==> config.mk <==
export PLATFORM = sky130hd
export DESIGN_NAME = cg_request_ctrl
export DESIGN_NICKNAME = d
export VERILOG_FILES = /design/src/rtl/cgr_pkg.sv /design/src/rtl/cgr_regs.sv /design/src/rtl/cgr_channel.sv /design/src/rtl/cg_request_ctrl.sv
export SDC_FILE = /design/constraint.sdc
export NUM_CORES = 1
export LEC_CHECK = 0
export BUFFER_PORTS_ARGS = -buffer_cell sky130_fd_sc_hd__buf_2
export CELL_PAD_IN_SITES_DETAIL_PLACEMENT = 1
export CELL_PAD_IN_SITES_GLOBAL_PLACEMENT = 2
export CORE_MARGIN = 5
export CORE_UTILIZATION = 22
export DETAILED_ROUTE_END_ITERATION = 8
export HOLD_SLACK_MARGIN = 0.06
export PLACE_DENSITY_LB_ADDON = 0.08
export SYNTH_ARGS = -nofsm -noshare
export SYNTH_HDL_FRONTEND = slang
export SYNTH_SLANG_ARGS = --single-unit
export TNS_END_PERCENT = 20
==> constraint.sdc <==
create_clock -name clk -period 1.4 [get_ports clk]
set_input_delay 0.21 -clock clk [delete_from_list [all_inputs] [get_ports clk]]
set_output_delay 0.21 -clock clk [all_outputs]
set_load 0.01 [all_outputs]
==> src/rtl/cgr_pkg.sv <==
package cgr_pkg;

    localparam int KEY_W = 4;
    localparam logic [KEY_W-1:0] KEY_SET = 4'h5;
    localparam logic [KEY_W-1:0] KEY_CLR = 4'h2;

    typedef enum logic [1:0] {
        CH_OFF   = 2'd0,
        CH_WAKE  = 2'd1,
        CH_ON    = 2'd2,
        CH_DRAIN = 2'd3
    } ch_state_e;

    typedef enum logic [1:0] {
        WR_SET,
        WR_CLR,
        WR_PLAIN
    } wr_kind_e;

    function automatic wr_kind_e decode_key(input logic [KEY_W-1:0] key);
        if (key == KEY_SET) return WR_SET;
        if (key == KEY_CLR) return WR_CLR;
        return WR_PLAIN;
    endfunction

endpackage

==> src/rtl/cgr_regs.sv <==
module cgr_regs
    import cgr_pkg::*;
#(
    parameter int N_ENG  = 5,
    parameter int DATA_W = 32
) (
    input  logic              clk,
    input  logic              rst,
    input  logic              wr_en,
    input  logic              wr_sel,
    input  logic [DATA_W-1:0] wr_data,
    input  logic              rd_sel,
    output logic [DATA_W-1:0] rd_data,
    output logic [N_ENG-1:0]  mode_q,
    output logic [N_ENG-1:0]  req_q
);
    localparam int KEY_LSB = DATA_W - KEY_W;
    localparam int PAD_W   = DATA_W - N_ENG;

    logic [KEY_W-1:0] key;
    logic [N_ENG-1:0] bits;
    logic [N_ENG-1:0] req_nxt;
    wr_kind_e         kind;

    assign key  = wr_data[DATA_W-1:KEY_LSB];
    assign bits = wr_data[N_ENG-1:0];
    assign kind = decode_key(key);

    always_comb begin
        unique case (kind)
            WR_SET:  req_nxt = req_q | bits;
            WR_CLR:  req_nxt = req_q & ~bits;
            default: req_nxt = bits;
        endcase
    end

    always_ff @(posedge clk) begin
        if (rst) begin
            mode_q <= '0;
            req_q  <= '0;
        end else if (wr_en) begin
            if (wr_sel) req_q  <= req_nxt;
            else        mode_q <= bits;
        end
    end

    assign rd_data = {{PAD_W{1'b0}}, (rd_sel ? req_q : mode_q)};

endmodule

==> src/rtl/cgr_channel.sv <==
module cgr_channel
    import cgr_pkg::*;
(
    input  logic clk,
    input  logic rst,
    input  logic mode_hs,
    input  logic req,
    input  logic idle_ack,
    output logic clk_en,
    output logic idle_req,
    output logic running
);
    ch_state_e state, state_nxt;

    always_comb begin
        state_nxt = state;
        if (!mode_hs) begin
            state_nxt = req ? CH_ON : CH_OFF;
        end else begin
            unique case (state)
                CH_OFF:   if (req) state_nxt = CH_WAKE;
                CH_WAKE:  state_nxt = CH_ON;
                CH_ON:    if (!req) state_nxt = CH_DRAIN;
                CH_DRAIN: begin
                    if (req)           state_nxt = CH_ON;
                    else if (idle_ack) state_nxt = CH_OFF;
                end
                default:  state_nxt = CH_OFF;
            endcase
        end
    end

    always_ff @(posedge clk) begin
        if (rst) state <= CH_OFF;
        else     state <= state_nxt;
    end

    assign clk_en   = (state != CH_OFF);
    assign idle_req = mode_hs && (state != CH_ON);
    assign running  = (state == CH_ON);

endmodule

==> src/rtl/cg_request_ctrl.sv <==
module cg_request_ctrl #(
    parameter int N_ENG  = 5,
    parameter int DATA_W = 32
) (
    input  logic              clk,
    input  logic              rst,
    input  logic              wr_en,
    input  logic              wr_sel,
    input  logic [DATA_W-1:0] wr_data,
    input  logic              rd_sel,
    output logic [DATA_W-1:0] rd_data,
    input  logic [N_ENG-1:0]  idle_ack,
    output logic [N_ENG-1:0]  clk_en,
    output logic [N_ENG-1:0]  idle_req,
    output logic [N_ENG-1:0]  clk_running
);
    logic [N_ENG-1:0] mode_q;
    logic [N_ENG-1:0] req_q;

    cgr_regs #(.N_ENG(N_ENG), .DATA_W(DATA_W)) u_regs (
        .clk     (clk),
        .rst     (rst),
        .wr_en   (wr_en),
        .wr_sel  (wr_sel),
        .wr_data (wr_data),
        .rd_sel  (rd_sel),
        .rd_data (rd_data),
        .mode_q  (mode_q),
        .req_q   (req_q)
    );

    for (genvar e = 0; e < N_ENG; e++) begin : g_ch
        cgr_channel u_ch (
            .clk      (clk),
            .rst      (rst),
            .mode_hs  (mode_q[e]),
            .req      (req_q[e]),
            .idle_ack (idle_ack[e]),
            .clk_en   (clk_en[e]),
            .idle_req (idle_req[e]),
            .running  (clk_running[e])
        );
    end

endmodule

### After elaboration in Yosys (flattened, before gate mapping)

Index checks and enable logic that the tools add are counted.

* flip-flop bits (word level): 20
* output and inout port bits: 47
* logic and storage cells: 116

* eq/ne operators: 38
* mux-type cells: 44
* bitwise logic cells: 4
* reduce and logical (&&, ||, !) cells: 23

Operators by type and width (count)
* 2-bit 2-to-1 mux: 34
* 2-bit one-hot mux with 4 select lines: 5
* 3-bit inequality test, second input constant: 10
* 2-bit == test, second input constant: 10
* 4-bit inequality test, second input constant: 5
* 3-bit AND reduction: 5
* 2-bit by 1-bit == test with 1-bit output, second input constant: 6
* 2-bit zero test: 6
* 2-bit inequality test, second input constant: 5
* 5-bit one-hot mux with 2 select lines: 1
* 2-bit nonzero test: 5
* 5-bit AND: 1
* 1-bit logical AND: 5
* 5-bit 2-to-1 mux: 1
* 5-bit NOT: 1
* 5-bit OR: 1
* 4-bit by 2-bit == test with 1-bit output, second input constant: 1
* 4-bit by 3-bit == test with 1-bit output, second input constant: 1
* 2-bit AND reduction: 2
* 1-bit 2-to-1 mux: 3
* 1-bit NOT: 1

### Depth between registers and ports, before layout

* word-level depth: 7
* gate-level depth with buffers: 4
* mapped depth without buffers: 3

### Hierarchy

A second synthesis with hierarchy kept.

* cells, all modules: 137
* area, all modules: 1286.2 um^2

By module, submodules not included
* cgr_regs: times used 1, cells each 77, area an instance 748.2 um^2, seq. area each 200.2 um^2
* cgr_channel: times used 5, cells each 12, area an instance 107.6 um^2, seq. area each 40.0 um^2

### Worst setup path after synthesis

No wires, ideal clock.

* path type: input port to flip-flop
* start: input wr_data[28]
* end: register u_regs.req_q[1]
* library setup time: 59 ps
* arrival: 1070 ps
* data required time: 1341 ps
* slack: 271 ps
* stages: 3
* buffers on the path: 0
* path through: or3b_4 -> a211oi_4 -> a221o_1

* word-level cells in the longest chain between the ends: 7

Ends and longest elaborated chain
* start: declaration: line cg_request_ctrl.sv:9 `input logic [DATA_W-1:0] wr_data,`
* 4-bit by 2-bit == test with 1-bit output: line cgr_pkg.sv:22 `if (key == KEY_CLR) return WR_CLR;`
* 1-bit 2-to-1 mux (2 in series): line cgr_pkg.sv:22
* 2-bit 2-to-1 mux: line cgr_pkg.sv:23 `return WR_PLAIN;`
* 2-bit 2-to-1 mux (*): line cgr_pkg.sv:22
* 2-bit by 1-bit == test with 1-bit output or 2-bit zero test (tied branches): line cgr_regs.sv:30 `unique case (kind)`
* 5-bit one-hot mux with 2 select lines (*): line cgr_regs.sv:30
* end signal: assignment: line cgr_regs.sv:42 `if (wr_sel) req_q <= req_nxt;`
* end: declaration: line cgr_regs.sv:15 `output logic [N_ENG-1:0] req_q`

Mark *: on every way between the ends. The rest lies on a longest branch, timed or not. The select of a mux whose other input is x is not followed.
A chain may end at the register's enable or synchronous reset.

### Worst setup path in the final report

* start: register g_ch[0].u_ch.state[1]
* end: output idle_req[0]

* word-level cells in the longest chain between the ends: 2

Ends and longest elaborated chain
* start: declaration: line cgr_channel.sv:13 `ch_state_e state, state_nxt;`
* start signal: assignment: line cgr_channel.sv:35 `else state <= state_nxt;`
* 2-bit inequality test: line cgr_channel.sv:39 `assign idle_req = mode_hs && (state != CH_ON);`
* 1-bit logical AND: line cgr_channel.sv:39
* end: declaration: line cg_request_ctrl.sv:14 `output logic [N_ENG-1:0] idle_req,`

Every way passes these cells.

==> results.md <==
- The run finished with clean final reports.
- The data required time at the worst endpoint is 1190 ps.
- The register bit count reported by yosys is 20.
- After detailed routing, the number of remaining DRC violations is 0.
- The total overflow left after global routing is 0.
- The clock reaches the later pin of the worst-skew pair after 260 ps.
- The clock transition time at the flip-flop clock pins of the worst setup and hold paths is 70 ps.
- TritonCTS built the clock tree.
- Counting instances, the worst hold path has a depth of 3.
- The all-layer global routing usage is 0.0837.
- The count of unique library cells instantiated by Yosys is 24.
- During I/O placement, the number of pins put on the boundary was 89.
- Data arrives at the worst endpoint at 1090 ps.
- The starting utilization of the core area is 0.229.
- After floorplanning, the core was sized to cover 5990 sq um.
- The post-cts gate resize count is 0.
- The power density of the placed cells is 877 nW/um^2.
- In this run the deepest clock path goes through 2 buffers.
- The final-report hold violation count is 0.
- Of the post-synthesis cell area, the dominant cell type holds 0.292.
- The largest net degree at the start of global routing is 21.
- The worst hold path belongs to the class primary input to register.
- Of all cell types, the one taking the most synthesized area is sky130_fd_sc_hd__dfxtp_1.
- Setup repair after global routing left no endpoint under its margin.
- The total wire length after detailed routing is 3.21 mm.
- The worst setup path is launched from a register.
- The cell seen most often among critical-path stages is sky130_fd_sc_hd__nor2b_1.
- The slowest stage of the critical path is the sky130_fd_sc_hd__dfxtp_1 cell.
- The number of inserted filler cells in the final layout is 720.
- For this run, the slowest stage of the critical path takes 420 ps.
- The number of setup buffers added after CTS is 0.
- In this run the number of cells on the critical path is 3.
- Static timing analysis puts the maximum clock frequency at 769 MHz.
- The total half-perimeter wirelength after legalization and detailed placement is 2.62 mm.
- The number of antenna violations at the first check in global routing is 0.
- The first global-routing pass estimated 5.13 mm of wire.
- The number of clock sinks seen by CTS is 20.
- The total number of vias is 1,062.
- In the final layout, the share of cells above drive strength 1 is 0.291.
- The number of maximum-capacitance violations is 0.
- Compared with the post-synthesis result, the final layout area differs by 9.66%.
- After routing, the total negative slack on setup checks comes to 0 ps.
- The first-pass iteration count of the detailed router is 3.
- Buffers inserted to repair hold after CTS numbered 0.
- The critical path goes through nor2b_1 -> nor2b_1 -> buf_2.
- The sequential area share after synthesis is 0.292.
- The number of failing setup endpoints in the final timing report is 0.
- The total clock buffers created by CTS is 3.
- The post-synthesis instance area is 1370 sq um.
- The final number of max-transition violations was 0.
- The number of global-route vias before repair was 1,126.
- Counting cells, the worst reg-to-reg path comes to 2.
- The library cell used most frequently in the layout, excluding fill and tap cells, is sky130_fd_sc_hd__buf_2.
- The die area is 7920 sq um.
- The smallest clock period supported by the final layout is computed as 1300 ps.
- The maximum fanout along the worst path is 5.
- By area the synthesized netlist is led by sky130_fd_sc_hd__dfxtp_1 (29%), sky130_fd_sc_hd__buf_4 (23%), sky130_fd_sc_hd__nor2b_1 (7.3%).
- The die extent in x is 89.0 microns.
- The cell family contributing the most delay on the critical path is flip-flops.
- In this run the register-to-register setup slack is 440 ps.
- The nature of the critical path endpoint is an output pin.
- The net total in the final layout is 225.
- The depth of the CTS H-tree is 1.
- After floorplanning, the core was divided into 28 placement rows.
- Counting both buffers and inverters, the worst setup path holds a total of 1.
- The placed instances occupy a cell area of 1450 sq um.
- The warning count from the yosys run is 0.
- In this run the mean area of a mapped cell was 8.80 sq um.
- The final non-filler cell area is 1510 sq um.
- 0 antenna diodes ended up in the layout.
- The detail-routed net length per standard cell is 12.5 microns.
- The analysis attributes to cell leakage a power of 0.707 nW.
- Of the available clock period, the critical path in the final layout requires 0.929.
- Using the TritonRoute via totals, the vias-per-cell ratio works out to 4.13.
- The top cell types in the final layout, fill and taps aside, are sky130_fd_sc_hd__buf_2 (38), sky130_fd_sc_hd__conb_1 (27), sky130_fd_sc_hd__dfxtp_1 (20), sky130_fd_sc_hd__nor2b_1 (16), sky130_fd_sc_hd__nor2_1 (12).
- Counting every instance in the synthesized netlist gives 156.
- The post-route clock skew is 2.48 ps.
- The floorplan step set the die height to 89.0 microns.
- The tree is rooted in a sky130_fd_sc_hd__clkbuf_8.
- Buffers placed on the I/O ports in this run total 38.
- The first routing iteration left 17 violations.
- The critical path class is register to output pin.
- The post-route antenna net violation count is 0.
- Across the VDD grid, the largest voltage drop is 0.289 mV.
- The congestion estimate from routability-driven global placement came to 0.682.
## final timing paths
path | end | start
worst max-delay path | idle_req[0] | g_ch[0].u_ch.state[1]
worst min-delay path | u_regs.mode_q[0] | wr_data[0]
worst max register to register | u_regs.req_q[1] | u_regs.req_q[1]
worst min register to register | g_ch[3].u_ch.state[1] | u_regs.mode_q[3]
## cell type report
class	instances	area (sq um)	area share
inverters	5	18.8	0.0125
well taps	75	93.8	0.0623
multi-input cells	112	724	0.481
clock buffers	4	55.1	0.0366
flip-flops and latches	20	400	0.266
repair buffers	41	213	0.141
## Yosys cell counts
cell type and number:
sky130_fd_sc_hd__or3b_4 1, sky130_fd_sc_hd__o2bb2ai_1 2, sky130_fd_sc_hd__conb_1 1, sky130_fd_sc_hd__inv_1 5, sky130_fd_sc_hd__mux2_2 5, sky130_fd_sc_hd__nor4b_2 1
sky130_fd_sc_hd__buf_4 42, sky130_fd_sc_hd__nand3b_1 1, sky130_fd_sc_hd__nor4b_1 5, sky130_fd_sc_hd__dfxtp_1 20, sky130_fd_sc_hd__a21oi_1 8, sky130_fd_sc_hd__a221o_1 5
sky130_fd_sc_hd__clkbuf_1 3, sky130_fd_sc_hd__and3b_1 2, sky130_fd_sc_hd__xnor2_1 2, sky130_fd_sc_hd__nor2_1 12, sky130_fd_sc_hd__a211oi_4 1, sky130_fd_sc_hd__nand2_1 1
sky130_fd_sc_hd__nor3b_1 4, sky130_fd_sc_hd__mux2i_1 7, sky130_fd_sc_hd__a211oi_1 5, sky130_fd_sc_hd__nor2b_1 16, sky130_fd_sc_hd__nand3_1 5, sky130_fd_sc_hd__a21boi_0 2
## per-layer routing
layer	part of all wire	vias up	wire length, microns	global-route usage
li1	-	520	-	-
met1	0.41	494	1320	0.0991
met2	0.48	43	1540	0.140
met3	0.083	5	267	0.0166
met4	0.026	0	85	0.0487
met5	0	-	0	0
## stage by stage
step                      utilization  worst slack [ps]  hold slack (ps)  power [W]  std cells
after detailed placement        0.242              17.8              489   0.000896        253
after CTS                       0.251              73.8              211    0.00135        257
final                           0.251              99.5              212    0.00132        257
after global routing            0.251              27.0              233    0.00141        257
after floorplan                     -               271              357   0.000877        182
after global placement          0.242              23.6              472   0.000889        253
## kinds of logic (layout without fill, tap and decap cells)
family	Yosys count	after routing	synth area share
buffers and inverters	50	50	0.252
muxes	12	12	0.0921
other	1	27	0.00273
AOI/OAI and AO/OA	23	23	0.131
DFF	20	20	0.292
and+or+nand+nor	48	48	0.218
xor gates and xnor gates	2	2	0.0128
## worst reg2reg max path: stages (launching register included)
cell and delay [ps]:
sky130_fd_sc_hd__dfxtp_1 370, sky130_fd_sc_hd__nor2b_1 150, sky130_fd_sc_hd__a221o_1 330
## where the power goes
group / internal, W / switching [W]
Combinational: 0.000110 / 0.000144
Sequential: 0.000593 / 0.0000320
Clock: 0.000251 / 0.000190
## state kept, by name, indices dropped and copies added, names as in the netlist
| signal | flops |
|---|---|
| u_regs.req_q | 5 |
| g_ch.u_ch.state | 10 |
| u_regs.mode_q | 5 |
No activity file was read; power rests on OpenSTA's default activity.
